### src/rtl/srt_pkg.sv
package srt_pkg;
  typedef enum logic {
    MODE_TAGGED  = 1'b0,
    MODE_INORDER = 1'b1
  } srt_mode_e;
endpackage

### src/rtl/srt_seq_fifo.sv
module srt_seq_fifo #(
  parameter int DEPTH = 8,
  parameter int SEQ_W = 8
) (
  input  logic             clk,
  input  logic             rst,
  input  logic             push,
  input  logic [SEQ_W-1:0] push_seq,
  input  logic             pop,
  output logic             empty,
  output logic [SEQ_W-1:0] head
);
  localparam int PTR_W = (DEPTH > 1) ? $clog2(DEPTH) : 1;
  localparam int CNT_W = $clog2(DEPTH + 1);

  logic [SEQ_W-1:0] mem [DEPTH];
  logic [PTR_W-1:0] wr_ptr, rd_ptr;
  logic [CNT_W-1:0] fill;

  function automatic logic [PTR_W-1:0] step(input logic [PTR_W-1:0] p);
    return (p == PTR_W'(DEPTH - 1)) ? '0 : p + 1'b1;
  endfunction

  always_ff @(posedge clk) begin
    if (push) mem[wr_ptr] <= push_seq;
  end

  always_ff @(posedge clk) begin
    if (rst) begin
      wr_ptr <= '0;
      rd_ptr <= '0;
      fill   <= '0;
    end else begin
      if (push) wr_ptr <= step(wr_ptr);
      if (pop)  rd_ptr <= step(rd_ptr);
      fill <= fill + CNT_W'(push) - CNT_W'(pop);
    end
  end

  assign empty = (fill == '0);
  assign head  = mem[rd_ptr];
endmodule

### src/rtl/srt_seq_table.sv
module srt_seq_table #(
  parameter int TAG_W = 2,
  parameter int DEPTH = 8,
  parameter int SEQ_W = 8
) (
  input  logic             clk,
  input  logic             rst,
  input  logic             push,
  input  logic [TAG_W-1:0] push_tag,
  input  logic [SEQ_W-1:0] push_seq,
  input  logic             pop,
  input  logic [TAG_W-1:0] look_tag,
  output logic             look_open,
  output logic [SEQ_W-1:0] look_seq
);
  localparam int NUM_TAGS = 1 << TAG_W;

  logic             empties [NUM_TAGS];
  logic [SEQ_W-1:0] heads   [NUM_TAGS];

  for (genvar t = 0; t < NUM_TAGS; t++) begin : g_tag
    srt_seq_fifo #(.DEPTH(DEPTH), .SEQ_W(SEQ_W)) u_fifo (
      .clk      (clk),
      .rst      (rst),
      .push     (push && (push_tag == TAG_W'(t))),
      .push_seq (push_seq),
      .pop      (pop && (look_tag == TAG_W'(t))),
      .empty    (empties[t]),
      .head     (heads[t])
    );
  end

  assign look_open = !empties[look_tag];
  assign look_seq  = heads[look_tag];
endmodule

### src/rtl/srt_out_stage.sv
module srt_out_stage #(
  parameter int TAG_W  = 2,
  parameter int DATA_W = 32,
  parameter int SEQ_W  = 8
) (
  input  logic              clk,
  input  logic              rst,
  input  logic              load,
  input  logic [TAG_W-1:0]  in_tag,
  input  logic [DATA_W-1:0] in_data,
  input  logic [SEQ_W-1:0]  in_seq,
  output logic              can_take,
  output logic              out_valid,
  input  logic              out_ready,
  output logic [TAG_W-1:0]  out_tag,
  output logic [DATA_W-1:0] out_data,
  output logic [SEQ_W-1:0]  out_seq
);
  assign can_take = !out_valid || out_ready;

  always_ff @(posedge clk) begin
    if (rst) begin
      out_valid <= 1'b0;
    end else if (load) begin
      out_valid <= 1'b1;
    end else if (out_ready) begin
      out_valid <= 1'b0;
    end
  end

  always_ff @(posedge clk) begin
    if (load) begin
      out_tag  <= in_tag;
      out_data <= in_data;
      out_seq  <= in_seq;
    end
  end
endmodule

### src/rtl/split_resp_tracker.sv
module split_resp_tracker
  import srt_pkg::*;
#(
  parameter int TAG_W  = 2,
  parameter int DATA_W = 32,
  parameter int DEPTH  = 8,
  parameter int SEQ_W  = 8
) (
  input  logic              clk,
  input  logic              rst,
  input  logic              inorder_mode,
  input  logic              req_valid,
  output logic              req_ready,
  input  logic [TAG_W-1:0]  req_tag,
  input  logic [DATA_W-1:0] req_data,
  output logic              fwd_valid,
  input  logic              fwd_ready,
  output logic [TAG_W-1:0]  fwd_tag,
  output logic [DATA_W-1:0] fwd_data,
  output logic [SEQ_W-1:0]  fwd_seq,
  input  logic              rsp_valid,
  output logic              rsp_ready,
  input  logic [TAG_W-1:0]  rsp_tag,
  input  logic [DATA_W-1:0] rsp_data,
  output logic              out_valid,
  input  logic              out_ready,
  output logic [TAG_W-1:0]  out_tag,
  output logic [DATA_W-1:0] out_data,
  output logic [SEQ_W-1:0]  out_seq,
  output logic              proto_err
);
  localparam int CNT_W = $clog2(DEPTH + 1);

  logic [CNT_W-1:0] open_cnt;
  logic [SEQ_W-1:0] issue_seq;
  logic [SEQ_W-1:0] expect_seq;
  logic             room;
  logic             req_fire, rsp_fire, retire, reject;
  logic             look_open;
  logic [SEQ_W-1:0] look_seq;
  logic             order_ok;
  srt_mode_e        mode;

  assign mode      = srt_mode_e'(inorder_mode);
  assign room      = open_cnt < CNT_W'(DEPTH);
  assign fwd_valid = req_valid && room;
  assign req_ready = fwd_ready && room;
  assign fwd_tag   = req_tag;
  assign fwd_data  = req_data;
  assign fwd_seq   = issue_seq;
  assign req_fire  = req_valid && req_ready;
  assign rsp_fire  = rsp_valid && rsp_ready;

  assign order_ok = (mode == MODE_TAGGED) || (look_seq == expect_seq);
  assign retire   = rsp_fire && look_open && order_ok;
  assign reject   = rsp_fire && !(look_open && order_ok);

  srt_seq_table #(.TAG_W(TAG_W), .DEPTH(DEPTH), .SEQ_W(SEQ_W)) u_table (
    .clk       (clk),
    .rst       (rst),
    .push      (req_fire),
    .push_tag  (req_tag),
    .push_seq  (issue_seq),
    .pop       (retire),
    .look_tag  (rsp_tag),
    .look_open (look_open),
    .look_seq  (look_seq)
  );

  srt_out_stage #(.TAG_W(TAG_W), .DATA_W(DATA_W), .SEQ_W(SEQ_W)) u_out (
    .clk       (clk),
    .rst       (rst),
    .load      (retire),
    .in_tag    (rsp_tag),
    .in_data   (rsp_data),
    .in_seq    (look_seq),
    .can_take  (rsp_ready),
    .out_valid (out_valid),
    .out_ready (out_ready),
    .out_tag   (out_tag),
    .out_data  (out_data),
    .out_seq   (out_seq)
  );

  always_ff @(posedge clk) begin
    if (rst) begin
      open_cnt   <= '0;
      issue_seq  <= '0;
      expect_seq <= '0;
      proto_err  <= 1'b0;
    end else begin
      open_cnt <= open_cnt + CNT_W'(req_fire) - CNT_W'(retire);
      if (req_fire) issue_seq <= issue_seq + 1'b1;
      if (open_cnt == '0) expect_seq <= issue_seq;
      else if (retire && mode == MODE_INORDER) expect_seq <= expect_seq + 1'b1;
      if (reject) proto_err <= 1'b1;
    end
  end
endmodule

### config.mk
export PLATFORM = sky130hd
export DESIGN_NAME = split_resp_tracker
export DESIGN_NICKNAME = d
export VERILOG_FILES = /design/src/rtl/srt_pkg.sv /design/src/rtl/srt_seq_fifo.sv /design/src/rtl/srt_seq_table.sv /design/src/rtl/srt_out_stage.sv /design/src/rtl/split_resp_tracker.sv
export SDC_FILE = /design/constraint.sdc
export NUM_CORES = 1
export LEC_CHECK = 0
export ABC_CLOCK_PERIOD_IN_PS = 11780
export BUFFER_PORTS_ARGS = -buffer_cell sky130_fd_sc_hd__buf_2
export CORE_MARGIN = 10
export CORE_UTILIZATION = 66
export CTS_BUF_LIST = sky130_fd_sc_hd__clkbuf_4 sky130_fd_sc_hd__clkbuf_8
export CTS_CLUSTER_SIZE = 25
export DETAILED_ROUTE_END_ITERATION = 16
export PLACE_DENSITY = 0.88
export SYNTH_ARGS = -nofsm -noshare
export SYNTH_HDL_FRONTEND = slang
export SYNTH_SLANG_ARGS = --single-unit
export TNS_END_PERCENT = 50
### constraint.sdc
create_clock -name clk -period 11.78 [get_ports clk]
set_input_delay 2.356 -clock clk [delete_from_list [all_inputs] [get_ports clk]]
set_output_delay 2.356 -clock clk [all_outputs]
set_load 0.02 [all_outputs]
==> summary.txt <==
STA
  – Max Clock Freq: 169 MHz
  – Crit share post-route: 50.3%
  – Relative slew slack: 14.8%
  – Clock skew: 0.0299 ns
  – Final Hold Fails: 0
  – Measured slew at the worst slew-check pin: 1.27 ns
  – Max-slew violations: 0
  – Final Critical Period: 5.93 ns
  – RSZ-0062 raised after global routing: false
  – Finish-stage setup viols: 0
  – Sum Neg Setup Slack: 0 ns

Place
  – Hpwl dp: 22.7 mm
  – Placed inst area: 16200 um2
  – Final Wtd Congestion: 0.934
  – IO Port Bufs: 99

Finish
  – Nets@finish: 1357
  – Non-Filler Cell Area, Final: 17300 um2
  – Share of cells above drive strength 1: 18.6%
  – Multi-input gate area: 4530 um2
  – Diodes inserted: 0
  – Filler cell count: 1477
  – Storage cell area: 10400 um2
  – Final Core Density: 73.9%
  – Area growth syn-to-layout: 10.6%

Setup path
  – Critical Path Sink Type: register
  – Crit-path max FO: 43
  – Critical Path Source Type: input port
  – CP required: 12.21 ns
  – Worst Path Arrival: 6.36 ns
  – WS Path Type: in2reg

Die
  – Die width: 174 um
  – Core area: 23400 um2
  – Num ports: 164
  – Die Ht: 174 um
  – Rows: 56
  – Die Area: 30300 um2
  – Initial core utilization: 66.8%

Detailed routing
  – Drt wl/cell: 21.6 um
  – Final Routed Wirelength: 34.7 mm
  – Initial drt markers: 1126
  – Total number of vias: 9798
  – Pre-Repair DR Iteration Count: 8
  – Routed vias/inst: 6.12
  – Routed Antenna Nets: 0
  – # DRC: 0

CTS
  – H-tree Lvls: 2
  – Post-CTS sizing: 0
  – Clock buffer depth: 3
  – Reg clk slew, reported paths: 0.06 ns
  – Clk root buf: clkbuf_8
  – Post-CTS Setup Bufs: 0
  – Clock tree from TritonCTS: yes
  – Clk sinks: 372
  – Latest clock arrival within the worst-skew pair: 0.60 ns
  – Cts hold-fix bufs: 0
  – CTS Buf Count: 55

Pwr
  – VDD IR max: 0.124 mV
  – Gate power share: 9.6%
  – Clk pwr share: 37.2%
  – Leakage: 0.00611 uW
  – Sw Pwr: 671 uW
  – Power density cells: 162 nW/um2
  – Seq pwr share: 53.2%
  – Internal Dissipation: 2130 uW
  – Fraction of power spent switching nets: 23.9%

Logic synthesis
  – Synthesized net count: 1262
  – Cell variety after synth: 51
  – Yosys top cell area share: 57.2%
  – Synth area leaders: edfxtp_1, dfxtp_1, mux2i_1
  – Synthesis-stage register bit count: 372
  – Synth top cells by count: edfxtp_1, mux2i_1, nand2_1, dfxtp_1, a21oi_1
  – Post-synthesis cell count: 1141
  – Synth Warn #: 0
  – EDFF count, synth: 298
  – Ys async rst share: 0%
  – Netlist Area Pre-Place: 15600 um2
  – Dominant cell by count in the synthesized netlist: edfxtp_1
  – Syn avg cell area: 13.7 um2
  – Synth Flop Type: edfxtp_1
  – Area leader, netlist: edfxtp_1
  – Seq/Total Area, Yosys: 66.7%

Status
  – Status: completed

GRT
  – All-Layer GR Usage: 22.6%
  – Vias in the first global route: 9657
  – Initial antenna violation count: 0
  – Largest net degree at the start of global routing: 76
  – Gr ovfl total: 0
  – Global-route wire length before repair: 54.1 mm

Run
  – MaxCap Viol Count: 0

Worst hold path
  – Hold WC Path Type: reg2reg
==> routing by layer <==
layer  track usage, %  wire [um]  vias to the layer above
li1                 -          -                     4423
met1             29.2      13500                     4715
met2             36.0      16200                      562
met3             6.20       3810                       98
met4             8.69       1150                        0
met5                0          0                        -
==> worst paths after layout <==
check,startpoint,endpoint,slack (ns),cells after the start
setup / recovery,rsp_tag[1],open_cnt[1]$_SDFF_PP0_,5.85,16
hold / removal,u_table.g_tag[1].u_fifo.rd_ptr[1]$_SDFFE_PP0P_,register,0.53,2
setup reg to reg,register,open_cnt[1]$_SDFF_PP0_,6.89,15
hold reg to reg,u_table.g_tag[1].u_fifo.rd_ptr[1]$_SDFFE_PP0P_,register,0.53,2
==> stage by stage <==
stage / setup slack (ns) / hold slack, ns / std cells / power (uW)
2_1_floorplan: 5.41 / 0.489 / 1141 / 1720
3_3_place_gp: 5.55 / 0.501 / 1498 / 1770
3_5_place_dp: 5.34 / 0.516 / 1498 / 1780
4_1_cts: 5.94 / 0.526 / 1602 / 2810
5_1_grt: 5.56 / 0.570 / 1602 / 2900
6_report: 5.85 / 0.530 / 1602 / 2800
==> layout make-up <==
cell class	count	area share, %
inverter	38	0.825
clock buffer	92	6.20
timing repair buffer	120	3.78
multi-input combinational	649	26.2
clock inverter	12	0.340
sequential	372	60.3
tap	319	2.31
==> flip-flops by register name, summed over array words and instances, names as in the netlist, 8 cells and up, named ones only <==
name                         flops
u_table.g_tag.u_fifo.fill       16
fwd_seq                          8
expect_seq                       8
u_table.g_tag.u_fifo.mem       256
u_table.g_tag.u_fifo.rd_ptr     12
u_out.out_seq                    8
u_out.out_data                  32
u_table.g_tag.u_fifo.wr_ptr     12
==> logic make-up after synthesis <==
group                      count (synthesis)  share of synthesized area, %
buffers and inverters                    120                          4.34
and+or+nand+nor                          297                          9.37
muxes                                    119                          7.62
xor gates and xnor gates                  19                          1.06
AOI/OAI and AO/OA                        168                          7.00
DFF                                      372                          66.7
adders and majority gates                 46                          3.92
==> cell usage in the layout (no fill, tap or decap), drive strengths merged, types with 7 or more instances in the layout <==
master    n
a211oi   11
a21oi    67
a22oi    32
and2      7
buf     120
clkbuf   92
clkinv   10
dfxtp    74
edfxtp  298
ha       41
inv      39
mux2i   119
nand2    75
nand2b   12
nand3    36
nand4     7
nor2     66
nor2b    25
nor3     25
o21ai    18
o31ai    14
or2       9
or3       7
or4       9
xnor2    10
xor2      9
==> power groups by stage <==
stage	Combinational (uW)	Sequential, uW	Clock, uW
floorplan	193	1520	0
global placement	255	1510	0
detailed placement	267	1520	0
CTS	270	1490	1050
global route	303	1490	1110
finish	270	1490	1040
==> critical path, stage by stage <==
cell and delay (ns):
buf_2 0.18, or2_0 0.52, a21oi_1 0.11, nand3_1 0.13
o31ai_1 0.10, nor3_1 0.22, o22ai_1 0.15, o41ai_2 0.35
buf_4 0.24, nand2_1 0.10, inv_2 0.69, ha_1 0.39
inv_1 0.06, ha_1 0.18, fa_1 0.42, nor2b_1 0.13
Power figures use the tool's default switching activity.
